`config.mk`:
```
export PLATFORM = sky130hd
export DESIGN_NAME = pport_cent_tx
export DESIGN_NICKNAME = d
export VERILOG_FILES = /design/src/rtl/pport_pkg.sv /design/src/rtl/pport_dly_decode.sv /design/src/rtl/pport_ivl_timer.sv /design/src/rtl/pport_cent_fsm.sv /design/src/rtl/pport_cent_tx.sv
export SDC_FILE = /design/constraint.sdc
export NUM_CORES = 1
export LEC_CHECK = 0
export BUFFER_PORTS_ARGS = -buffer_cell sky130_fd_sc_hd__buf_2
export CAP_MARGIN = 25
export CORE_MARGIN = 5
export CORE_UTILIZATION = 50
export DETAILED_ROUTE_END_ITERATION = 7
export PLACE_DENSITY = 0.81
export SYNTH_ARGS = -nofsm -noshare
export SYNTH_HDL_FRONTEND = slang
export SYNTH_SLANG_ARGS = --single-unit
```
`constraint.sdc`:
```
create_clock -name clk -period 3.24 [get_ports clk]
set_input_delay 0.162 -clock clk [delete_from_list [all_inputs] [get_ports clk]]
set_output_delay 0.162 -clock clk [all_outputs]
set_load 0.05 [all_outputs]
```
`src/rtl/pport_pkg.sv`:
```
package pport_pkg;

  typedef enum logic [2:0] {
    ST_IDLE  = 3'd0,
    ST_WAITB = 3'd1,
    ST_SETUP = 3'd2,
    ST_STRB  = 3'd3,
    ST_HOLD  = 3'd4,
    ST_ACKW  = 3'd5
  } cent_state_t;

  // Interval slots in the delay word, low to high
  localparam int IVL_SETUP = 0;
  localparam int IVL_STRB  = 1;
  localparam int IVL_HOLD  = 2;
  localparam int NUM_IVL   = 3;

endpackage

```
`src/rtl/pport_dly_decode.sv`:
```
module pport_dly_decode #(
  parameter int COARSE_W = 5,
  parameter int FINE_W   = 3,
  localparam int CNT_W   = COARSE_W + FINE_W,
  localparam int CFG_W   = pport_pkg::NUM_IVL * CNT_W
) (
  input  logic [CFG_W-1:0]                         dly_cfg,
  output logic [pport_pkg::NUM_IVL-1:0][CNT_W-1:0] ivl_cnt
);

  // Each slot holds coarse in its low bits and fine above it; the count
  // places coarse on top so one coarse step equals 2**FINE_W counts.
  for (genvar i = 0; i < pport_pkg::NUM_IVL; i++) begin : g_ivl
    assign ivl_cnt[i] = {dly_cfg[i*CNT_W +: COARSE_W],
                         dly_cfg[i*CNT_W + COARSE_W +: FINE_W]};
  end

endmodule

```
`src/rtl/pport_ivl_timer.sv`:
```
module pport_ivl_timer #(
  parameter int CNT_W = 8
) (
  input  logic             clk,
  input  logic             rst,
  input  logic             load,
  input  logic [CNT_W-1:0] load_val,
  output logic             cnt_zero
);

  logic [CNT_W-1:0] cnt_q;

  always_ff @(posedge clk) begin
    if (rst) begin
      cnt_q <= '0;
    end else if (load) begin
      cnt_q <= load_val;
    end else if (cnt_q != '0) begin
      cnt_q <= cnt_q - 1'b1;
    end
  end

  assign cnt_zero = (cnt_q == '0);

  AST_CNT_FLOOR: assert property (@(posedge clk) disable iff (rst)
    (!load && cnt_q == '0) |=> (cnt_q == '0));

endmodule

```
`src/rtl/pport_cent_fsm.sv`:
```
module pport_cent_fsm
  import pport_pkg::*;
#(
  parameter int DATA_W = 8,
  parameter int CNT_W  = 8
) (
  input  logic              clk,
  input  logic              rst,
  input  logic              wr_en,
  input  logic [DATA_W-1:0] wr_byte,
  input  logic              busy,
  input  logic              ack_n,
  input  logic              ign_ack,
  input  logic              oe_ack,
  input  logic [CNT_W-1:0]  setup_cnt,
  input  logic [CNT_W-1:0]  strb_cnt,
  input  logic [CNT_W-1:0]  hold_cnt,
  input  logic              tmr_zero,
  output logic              tmr_load,
  output logic [CNT_W-1:0]  tmr_val,
  output logic [DATA_W-1:0] pd_out,
  output logic              pd_oe,
  output logic              strobe_n,
  output logic              tr_rdy,
  output logic              overrun
);

  cent_state_t       st_q, st_d;
  logic [DATA_W-1:0] byte_q;
  logic              oe_d;

  always_comb begin
    st_d     = st_q;
    tmr_load = 1'b0;
    tmr_val  = '0;
    unique case (st_q)
      ST_IDLE:  if (wr_en) st_d = ST_WAITB;
      ST_WAITB: if (!busy) begin
        st_d     = ST_SETUP;
        tmr_load = 1'b1;
        tmr_val  = setup_cnt;
      end
      ST_SETUP: if (tmr_zero) begin
        st_d     = ST_STRB;
        tmr_load = 1'b1;
        tmr_val  = strb_cnt;
      end
      ST_STRB:  if (tmr_zero) begin
        st_d     = ST_HOLD;
        tmr_load = 1'b1;
        tmr_val  = hold_cnt;
      end
      ST_HOLD:  if (tmr_zero) st_d = ign_ack ? ST_IDLE : ST_ACKW;
      ST_ACKW:  if (!ack_n) st_d = ST_IDLE;
      default:  st_d = ST_IDLE;
    endcase
  end

  // Output enable follows the next state; in the ack wait it keeps the
  // choice made when hold ended.
  always_comb begin
    oe_d = (st_d == ST_SETUP) || (st_d == ST_STRB) || (st_d == ST_HOLD);
    if (st_d == ST_ACKW) oe_d = (st_q == ST_ACKW) ? pd_oe : oe_ack;
  end

  always_ff @(posedge clk) begin
    if (rst) begin
      st_q     <= ST_IDLE;
      byte_q   <= '0;
      pd_oe    <= 1'b0;
      strobe_n <= 1'b1;
      tr_rdy   <= 1'b1;
      overrun  <= 1'b0;
    end else begin
      st_q     <= st_d;
      pd_oe    <= oe_d;
      strobe_n <= (st_d != ST_STRB);
      tr_rdy   <= (st_d == ST_IDLE);
      if (st_q == ST_IDLE && wr_en) byte_q <= wr_byte;
      if (st_q != ST_IDLE && wr_en) overrun <= 1'b1;
    end
  end

  assign pd_out = byte_q;

  AST_STRB_NEEDS_OE: assert property (@(posedge clk) disable iff (rst)
    !strobe_n |-> pd_oe);

  AST_RDY_QUIET: assert property (@(posedge clk) disable iff (rst)
    tr_rdy |-> (strobe_n && !pd_oe));

  AST_OVR_STICKY: assert property (@(posedge clk) disable iff (rst)
    overrun |=> overrun);

  AST_DATA_FROZEN: assert property (@(posedge clk) disable iff (rst)
    pd_oe |=> (!pd_oe || $stable(pd_out)));

  AST_START_NOT_BUSY: assert property (@(posedge clk) disable iff (rst)
    $rose(pd_oe) |-> !$past(busy));

endmodule

```
`src/rtl/pport_cent_tx.sv`:
```
module pport_cent_tx #(
  parameter int DATA_W   = 8,
  parameter int COARSE_W = 5,
  parameter int FINE_W   = 3,
  localparam int CNT_W   = COARSE_W + FINE_W,
  localparam int CFG_W   = pport_pkg::NUM_IVL * CNT_W
) (
  input  logic              clk,
  input  logic              rst,
  input  logic              wr_en,
  input  logic [DATA_W-1:0] wr_byte,
  input  logic [CFG_W-1:0]  dly_cfg,
  input  logic              ign_ack,
  input  logic              oe_ack,
  input  logic              ack_n,
  input  logic              busy,
  output logic [DATA_W-1:0] pd_out,
  output logic              pd_oe,
  output logic              strobe_n,
  output logic              tr_rdy,
  output logic              overrun
);

  logic [pport_pkg::NUM_IVL-1:0][CNT_W-1:0] ivl_cnt;
  logic             tmr_load;
  logic [CNT_W-1:0] tmr_val;
  logic             tmr_zero;

  pport_dly_decode #(
    .COARSE_W (COARSE_W),
    .FINE_W   (FINE_W)
  ) u_decode (
    .dly_cfg (dly_cfg),
    .ivl_cnt (ivl_cnt)
  );

  pport_ivl_timer #(
    .CNT_W (CNT_W)
  ) u_timer (
    .clk      (clk),
    .rst      (rst),
    .load     (tmr_load),
    .load_val (tmr_val),
    .cnt_zero (tmr_zero)
  );

  pport_cent_fsm #(
    .DATA_W (DATA_W),
    .CNT_W  (CNT_W)
  ) u_fsm (
    .clk       (clk),
    .rst       (rst),
    .wr_en     (wr_en),
    .wr_byte   (wr_byte),
    .busy      (busy),
    .ack_n     (ack_n),
    .ign_ack   (ign_ack),
    .oe_ack    (oe_ack),
    .setup_cnt (ivl_cnt[pport_pkg::IVL_SETUP]),
    .strb_cnt  (ivl_cnt[pport_pkg::IVL_STRB]),
    .hold_cnt  (ivl_cnt[pport_pkg::IVL_HOLD]),
    .tmr_zero  (tmr_zero),
    .tmr_load  (tmr_load),
    .tmr_val   (tmr_val),
    .pd_out    (pd_out),
    .pd_oe     (pd_oe),
    .strobe_n  (strobe_n),
    .tr_rdy    (tr_rdy),
    .overrun   (overrun)
  );

endmodule

```
* After elaboration in Yosys (flattened, before gate mapping)
Index checks and enable logic that the tools add are counted.
** Storage, ports and cells
- Flip-flop bits (word level) :: 23
- Bits of input ports :: 39
- Output and inout port bits :: 12
** Operators by class
- $add $sub $neg :: 1
- Equality and inequality tests :: 11
- Muxes and demuxes :: 19
- Reductions and logical operators :: 11
** Operator list (count)
- $mux W8 :: 5
- $pmux W8 S3 :: 1
- $mux W3 :: 7
- $pmux W3 S6 :: 1
- $eq A3 B2 Y1 const B :: 4
- $eq A3 B3 Y1 const B :: 4
- $logic_not A8 Y1 :: 1
- $reduce_bool A8 Y1 :: 1
- $sub A8 B1 Y8 const B :: 1
- $logic_not A3 Y1 :: 2
- $mux W1 :: 4
- $eq A3 B1 Y1 const B :: 1
- $ne A3 B2 Y1 const B :: 1
- $reduce_bool A3 Y1 :: 1
- $logic_and A1 B1 Y1 :: 2
- $logic_or A1 B1 Y1 :: 2
- $ne A2 B2 Y1 const B :: 1
- $pmux W1 S2 :: 1
- $reduce_bool A2 Y1 :: 1
- $reduce_or A2 Y1 :: 1

* Logic depth before layout (Yosys ltp)
Gate-level depths: netlist of the first run.
- Depth in word-level cells :: 7
- Depth in mapped cells :: 6
- Gate-level depth less buffers :: 6

* Hierarchy
A second synthesis of the first run with hierarchy kept.
** Unflattened totals
- Cell total of the unflattened synthesis :: 183
- Area, all modules :: 1492.7 um2
** By module, submodules not included
- pport_cent_fsm :: times used 1, cells an instance 106, area each 837.1 um2
- pport_ivl_timer :: times used 1, cells an instance 53, area each 475.5 um2
- pport_dly_decode :: times used 1, cells an instance 24, area each 180.2 um2

* Worst setup path after synthesis of the first run
OpenSTA, ideal clock, no wires.
- Kind :: reg2reg
- Start :: register u_timer.cnt_q[0]
- End :: register u_timer.cnt_q[0]
- Data arrival time :: 1.726 ns
- Required time :: 3.154 ns
- Path slack :: 1.428 ns
- Cell stages (with the launch flop) :: 7
- Path buffers :: 0
- Clock period less this slack :: 1.812 ns
- Cells stage by stage :: dfxtp_1 -> inv_1 -> ha_1 -> or4b_4 -> nor3_4 -> a22oi_1 -> a211oi_1
** Between the ends
- Cells in the longest elaborated chain, start to end :: 4
- Elaborated cells between the ends (all ways) :: 11
** Ends and longest elaborated chain
- from (decl) :: line pport_ivl_timer.sv:11 : logic [CNT_W-1:0] cnt_q;
- from (signal assigned) :: line pport_ivl_timer.sv:17 : cnt_q <= load_val;
- from (signal assigned) :: line pport_ivl_timer.sv:19 : cnt_q <= cnt_q - 1'b1;
- parallel branches: the longest is 4 deep, another holds $sub A8 B1 Y8
Several ways; the timed one is not identified. The select of a mux whose other input is x is not followed.
A chain may end at the register's enable or synchronous reset.

* Final worst setup path of the first run
Same ends and word-level chain as after synthesis.

==> results of run 1 <==
## report_power, final
part,switching [mW],internal (mW),leakage (nW),total [mW]
clock,0.0876,0.0481,0.0150,0.136
sequential,0.0791,0.341,0.189,0.420
combinational,0.331,0.260,0.517,0.590
## flip-flops by register name, summed over array words and instances (netlist names)
| signal | count |
|---|---|
| u_fsm.overrun | 1 |
| u_fsm.pd_out | 8 |
| u_timer.cnt_q | 8 |
| u_fsm.tr_rdy | 1 |
| u_fsm.pd_oe | 1 |
| u_fsm.st_q | 3 |
| u_fsm.strobe_n | 1 |
## Yosys cell counts (2+ instances only)
cell type / n / area share (%)
a211oi_1: 3 / 1.7
inv_1: 5 / 1.4
dfxtp_1: 23 / 34
a32oi_1: 2 / 1.3
o311a_1: 2 / 1.5
a22oi_1: 4 / 2.2
o211ai_1: 2 / 1.1
nand4_1: 3 / 1.4
a31oi_1: 3 / 1.4
nor4_1: 2 / 0.92
and2_1: 3 / 1.4
nor3_1: 2 / 0.73
a211o_1: 3 / 1.9
mux2_2: 8 / 6.6
nand3_1: 4 / 1.5
nor3b_1: 2 / 1.1
nor4b_4: 2 / 3.5
o21ai_0: 4 / 1.5
or3_1: 2 / 0.92
a21oi_1: 17 / 6.2
buf_2: 3 / 1.1
nor2_1: 8 / 2.2
xnor2_1: 2 / 1.3
clkbuf_1: 5 / 1.4
ha_1: 2 / 1.8
nand2b_1: 3 / 1.4
nand2_1: 21 / 5.8
## cell families after synthesis
logic type,count (synthesis)
AOI/OAI and AO/OA,48
and+or+nand+nor,61
adders and majority gates,2
xor gates and xnor gates,2
buffers and inverters,13
muxes,9
DFF,23
## worst max-delay path: cells and delay by family, from the launching register on
| family | cells | cell delay (ns) |
|---|---|---|
| fa+ha+maj | 1 | 0.21 |
| flops | 1 | 0.38 |
| compound gates | 2 | 0.38 |
| buf+inv | 1 | 0.11 |
| simple gates | 2 | 0.92 |
## worst paths after layout
path,from,end,slack [ns]
max,u_timer.cnt_q[0],u_timer.cnt_q[0],1.15
min,wr_byte[5],u_fsm.pd_out[5],0.07
max reg2reg,u_timer.cnt_q[0],u_timer.cnt_q[0],1.15
min reg2reg,u_fsm.pd_out[6],u_fsm.pd_out[6],0.46
## per-layer routing
metal | vias to the layer above | part of all wire (%) | global-route usage [%]
met4 | 0 | 1.1 | 5.691
li1 | 687 | - | -
met2 | 54 | 49 | 31.48
met5 | - | 0 | 0
met3 | 4 | 7.4 | 4.865
met1 | 646 | 42 | 19.91
## layout make-up
class / instances / share of cell area (%)
inverters: 5 / 1.136
clock buffers: 4 / 1.591
well taps: 31 / 2.348
repair buffers: 51 / 15.61
multi-input cells: 122 / 51.44
flip-flops and latches: 23 / 27.88
## per-stage QoR
stage,instance area (sq um),power [mW],hold WS (ns),utilization (%)
CTS,1652,1.141,0.07541,61.48
detailed placement,1625,1.008,0.4130,60.50
finish,1652,1.146,0.06932,61.48
global route,1652,1.226,0.08455,61.48
global placement,1625,0.9924,0.4045,60.50
floorplan,1363,0.8809,0.2348,-
## layout by cell type (no fill, tap or decap), drive strengths merged, types with 5 or more instances in the layout
cell,synthesis,routed
nor2,8,8
dfxtp,23,23
a21oi,17,17
buf,3,51
mux2,8,8
inv,5,5
nand2,21,21
==> metrics.cfg, run 1 <==
[run_status]
status=completed

[clock_network]
postCtsSetupRepairBufs=0
clkSlewWorstSetupHoldPaths_ns=0.13
cts_htree_levels=1
cts_root_buf=clkbuf_4
hold_buffers=0
numCtsBuffers=3
cts_sinks=23
postCtsResizedCells=0
clk_latency_ns=0.31
cts_tree=yes
cts_buffer_depth=2

[worst_setup_path]
r2r_cells=6
cp_slowest_cell=or4b_4
crit_fanout=10
crit_type=flop to flop
arrival_ns=2.32
crit_path_start_kind=flop
endpoint_kind=flop
critPathRequiredTime_ns=3.48
slowest_delay_ns=0.51
crit_chain=inv_1 > ha_1 > or4b_4 > nor3_4 > a22oi_1 > a211oi_1

[logic_synthesis]
synth_edf_count=0
synth_compound_area_share_pct=24.43
synthCells=158
synthMuxAreaShare_pct=7.346
syn-num-nets=199
yosys_warnings=0
ys_seq_area_share_pct=33.79
synthAdderAreaFrac_pct=1.837
synth_xor_area_share_pct=1.286
synthesis.area_sq_mm=0.001363
async_reset_ff_share_pct=0
synth_cell_types=45
syn_area_per_cell_sq_um=8.624
ys_ff_latch=23
synth_top_family_by_area=simple AND/OR/NAND/NOR gates
synthSimpleGateAreaFrac_pct=27.46
synthFlopType=dfxtp_1

[detailed_routing]
num_vias=1391
wire_per_inst_um=14.58
drt_iter0_drc=56
drc=0
routed_via_density=5.894
routed_wirelength_um=3442
dr.pass1.iters=5
ant_nets=0

[global_routing]
grt_max_degree=20
grt-ovfl-total=0
track_usage_pct=17.62
grt_pass1_wl_um=5768
grt_pass1_vias=1319
antenna_found_initial=0

[layout]
antenna_cells=0
layout-drive-gt1-share_pct=34.15
syn_to_final_growth_pct=21.21
multi_input_area_sq_um=849.6
fin_cells=236
nFillCells=247
seq_area_sq_um=460.4
fin_nets=247

[sta]
setup_viol=0
hold_viol=0
fin_crit_ns=2.085
final.setup.worst_slack_ns=1.155
max_slew_margin_pct=54.52
rsz0062_at_grt=false
fmax_mhz=479.5
tightest_slew_ns=0.6812
finalMaxSlewViolations=0
post-route-period-util_pct=64.36
fin_setup_tns_ns=0
fin_skew_ns=0.004738

[floorplan]
die_x_um=62.20
num_rows=19
fp.dieH_um=62.20
start_util_pct=50.72
dieArea_sq_mm=0.003869
ios=51
core_area_sq_mm=0.002686

[worst_hold_path]
min_path_cells=3
hold_class=primary input to flop

[job]
drv_cap=0

[power_and_ir_drop]
peakVddDrop_mv=0.5111
p_per_area_mw_per_mm2=694.1
p_leak_nw=0.7212

[placement]
portBuffers=50
dpl.hpwl_um=2620
gp_congestion=0.8456
dp.cells=232
dp_slack_ns=1.179

(Power assumes the default switching activity.)
==> run 2, diff against run 1 <==
Settings changed: CORE_UTILIZATION 50 to 44, PLACE_DENSITY 0.81 to 0.76.
Clock period 3.24 ns to 1.8 ns, I/O delays scaled along.
==> run 2 against run 1 <==
Against the previous run: the run now ends with negative setup slack left; maximum frequency grew 16%; die area grew 11%; cell count increased by 12%; register-to-register slack worse by 1.2 ns; critical endpoint is now u_fsm.tr_rdy; highest routed layer unchanged.
==> metrics.cfg, run 2 (synthesis results as in run 1) <==
[run_status]
status=finished, violations left
violations=negative setup slack

[sta]
hold_viol=0  ; unchanged
tightest_slew_ns=0.4296  ; -0.2516 ns
rsz0062_at_grt=true
fin_crit_ns=1.805  ; -0.2802 ns
final.setup.worst_slack_ns=-0.005166  ; -1.160 ns
finalMaxSlewViolations=0  ; unchanged
fmax_mhz=554.0  ; +16%
fin_setup_tns_ns=-0.005166  ; -0.005166 ns
post-route-period-util_pct=100.3  ; +36 points
whs_ns=0.004230  ; -0.06509 ns
fin_skew_ns=0.005704  ; +0.0009651 ns
max_slew_margin_pct=71.32  ; +17 points
setup_viol=1  ; +1

[floorplan]
start_util_pct=45.38  ; -5.3 points
num_rows=20  ; +1
core_area_sq_mm=0.003003  ; +12%
ios=51  ; unchanged
fp.dieH_um=65.65  ; +5.5%
die_x_um=65.65  ; +5.5%
dieArea_sq_mm=0.004310  ; +11%

[clock_network]
clkSlewWorstSetupHoldPaths_ns=0.13  ; about the same
numCtsBuffers=3  ; unchanged
cts_sinks=23  ; unchanged
cts_buffer_depth=2  ; unchanged
clk_latency_ns=0.33  ; +0.02 ns
cts_htree_levels=1  ; unchanged
cts_tree=yes
cts_root_buf=clkbuf_4

[power_and_ir_drop]
p_comb_share_pct=59.1  ; +7.6 points
p_per_area_mw_per_mm2=1257  ; +81%
peakVddDrop_mv=0.9160  ; +79%
p_leak_nw=0.8619  ; +20%
power.switching_mw=1.011  ; +100%
p_int_mw=1.396  ; +120%
seqPwrFrac_pct=30.4  ; -6.3 points
swShare_pct=41.99  ; -1.4 points
clkPwrFrac_pct=10.5  ; -1.3 points

[worst_setup_path]
crit_fanout=4  ; -6
critPathRequiredTime_ns=2.05  ; -1.43 ns
arrival_ns=2.06  ; -0.26 ns
crit_type=flop to flop
endpoint_kind=flop
crit_path_start_kind=flop

[global_routing]
grt_pass1_wl_um=6755  ; +17%
grt_pass1_vias=1516  ; +15%
track_usage_pct=19.61  ; +2.0 points
grt_util_met3_pct=3.932  ; -0.93 points
grt_util_met1_pct=23.47  ; +3.6 points
grt-ovfl-total=0  ; unchanged
grt_max_degree=16  ; -20%
antenna_found_initial=0  ; unchanged
top_usage_layer=met2
met2_usage_pct=35.29  ; +3.8 points

[layout]
seq_area_sq_um=462.9  ; +0.54%
final_common_cell=buf_2
nFillCells=268  ; +8.5%
layout_common_cells=buf_2, dfxtp_1, nand2_1
multi_input_area_sq_um=880.8  ; +3.7%
fin_nets=273  ; +11%
syn_to_final_growth_pct=40.50
final_core_util_pct=63.75  ; +2.3 points
layout-drive-gt1-share_pct=42.86  ; +8.7 points
antenna_cells=0  ; unchanged

[detailed_routing]
wire_per_inst_um=15.06  ; +3.3%
dr.pass1.iters=4  ; -1
routed_via_density=5.818  ; -1.3%
routed_wirelength_um=3976  ; +16%
ant_nets=0  ; unchanged
drc=0  ; unchanged
num_vias=1536  ; +10%
drt_iter0_drc=64  ; +14%

[job]
drv_cap=0  ; unchanged

[placement]
portBuffers=50  ; unchanged
dpl.hpwl_um=2937  ; +12%
gp_congestion=0.8627  ; +2.0%

[worst_hold_path]
hold_class=primary input to flop

-- run 2: layout make-up --
| type | count | area share [%] |
|---|---|---|
| Timing Repair Buffer | 77 | 25.23 |
| Sequential cell | 23 | 24.18 |
| Inverter | 5 | 0.9804 |
| Multi-Input combinational cell | 122 | 46.01 |
| Tap cell | 33 | 2.157 |
| Clock buffer | 3 | 1.176 |
| Clock inverter | 1 | 0.2614 |
-- run 2: worst max-delay path, stage by stage (launching register included) --
cell and delay, ns:
dfxtp_2 0.35, inv_2 0.07, ha_4 0.13, buf_4 0.10, nor4b_4 0.25, buf_4 0.17
buf_4 0.11, nand4_1 0.10, and2_1 0.17, o41ai_2 0.28
-- run 2: final timing paths --
kind                                       start  cells after the start  slack [ns]         endpoint
worst min-delay path                  wr_byte[4]                      3       0.004  u_fsm.pd_out[4]
worst min register to register   u_fsm.pd_out[0]                      2        0.46  u_fsm.pd_out[0]
worst max register to register  u_timer.cnt_q[1]                      9      -0.005     u_fsm.tr_rdy
worst max-delay path            u_timer.cnt_q[1]                      9      -0.005     u_fsm.tr_rdy
-- run 2: metrics by stage --
| step | instances | setup slack [ns] | power [mW] | cell area (sq um) |
|---|---|---|---|---|
| after floorplan | 158 | 0.006417 | 1.591 | 1365 |
| after CTS | 263 | 0.008173 | 2.318 | 1887 |
| after detailed placement | 251 | -0.004302 | 2.022 | 1770 |
| after global placement | 251 | 0.02731 | 1.990 | 1770 |
| final | 264 | -0.005166 | 2.407 | 1914 |
| after global routing | 264 | -0.09591 | 2.592 | 1914 |
-- run 2: routing by layer --
| metal | vias up | routed length (um) |
|---|---|---|
| li1 | 743 | - |
| met1 | 723 | 1656 |
| met2 | 68 | 2008 |
| met3 | 2 | 293 |
| met4 | 0 | 17 |
| met5 | - | 0 |
-- run 2: timing repair --
action                                 in CTS  in global routing
pin swaps                                   4                  4
setup buffers                               1                  1
endpoints found under the hold margin       7                  0
gates resized for setup                     3                  5
hold buffers                                7                  0
setup endpoints to repair                   5                  9
-- run 2: power by group through the flow --
stage / clock (mW) / sequential (mW) / combinational [mW]
after floorplan: 0 / 0.811 / 0.780
after global placement: 0 / 0.725 / 1.26
after detailed placement: 0 / 0.731 / 1.29
after CTS: 0.259 / 0.724 / 1.34
after global routing: 0.283 / 0.746 / 1.56
final: 0.252 / 0.733 / 1.42
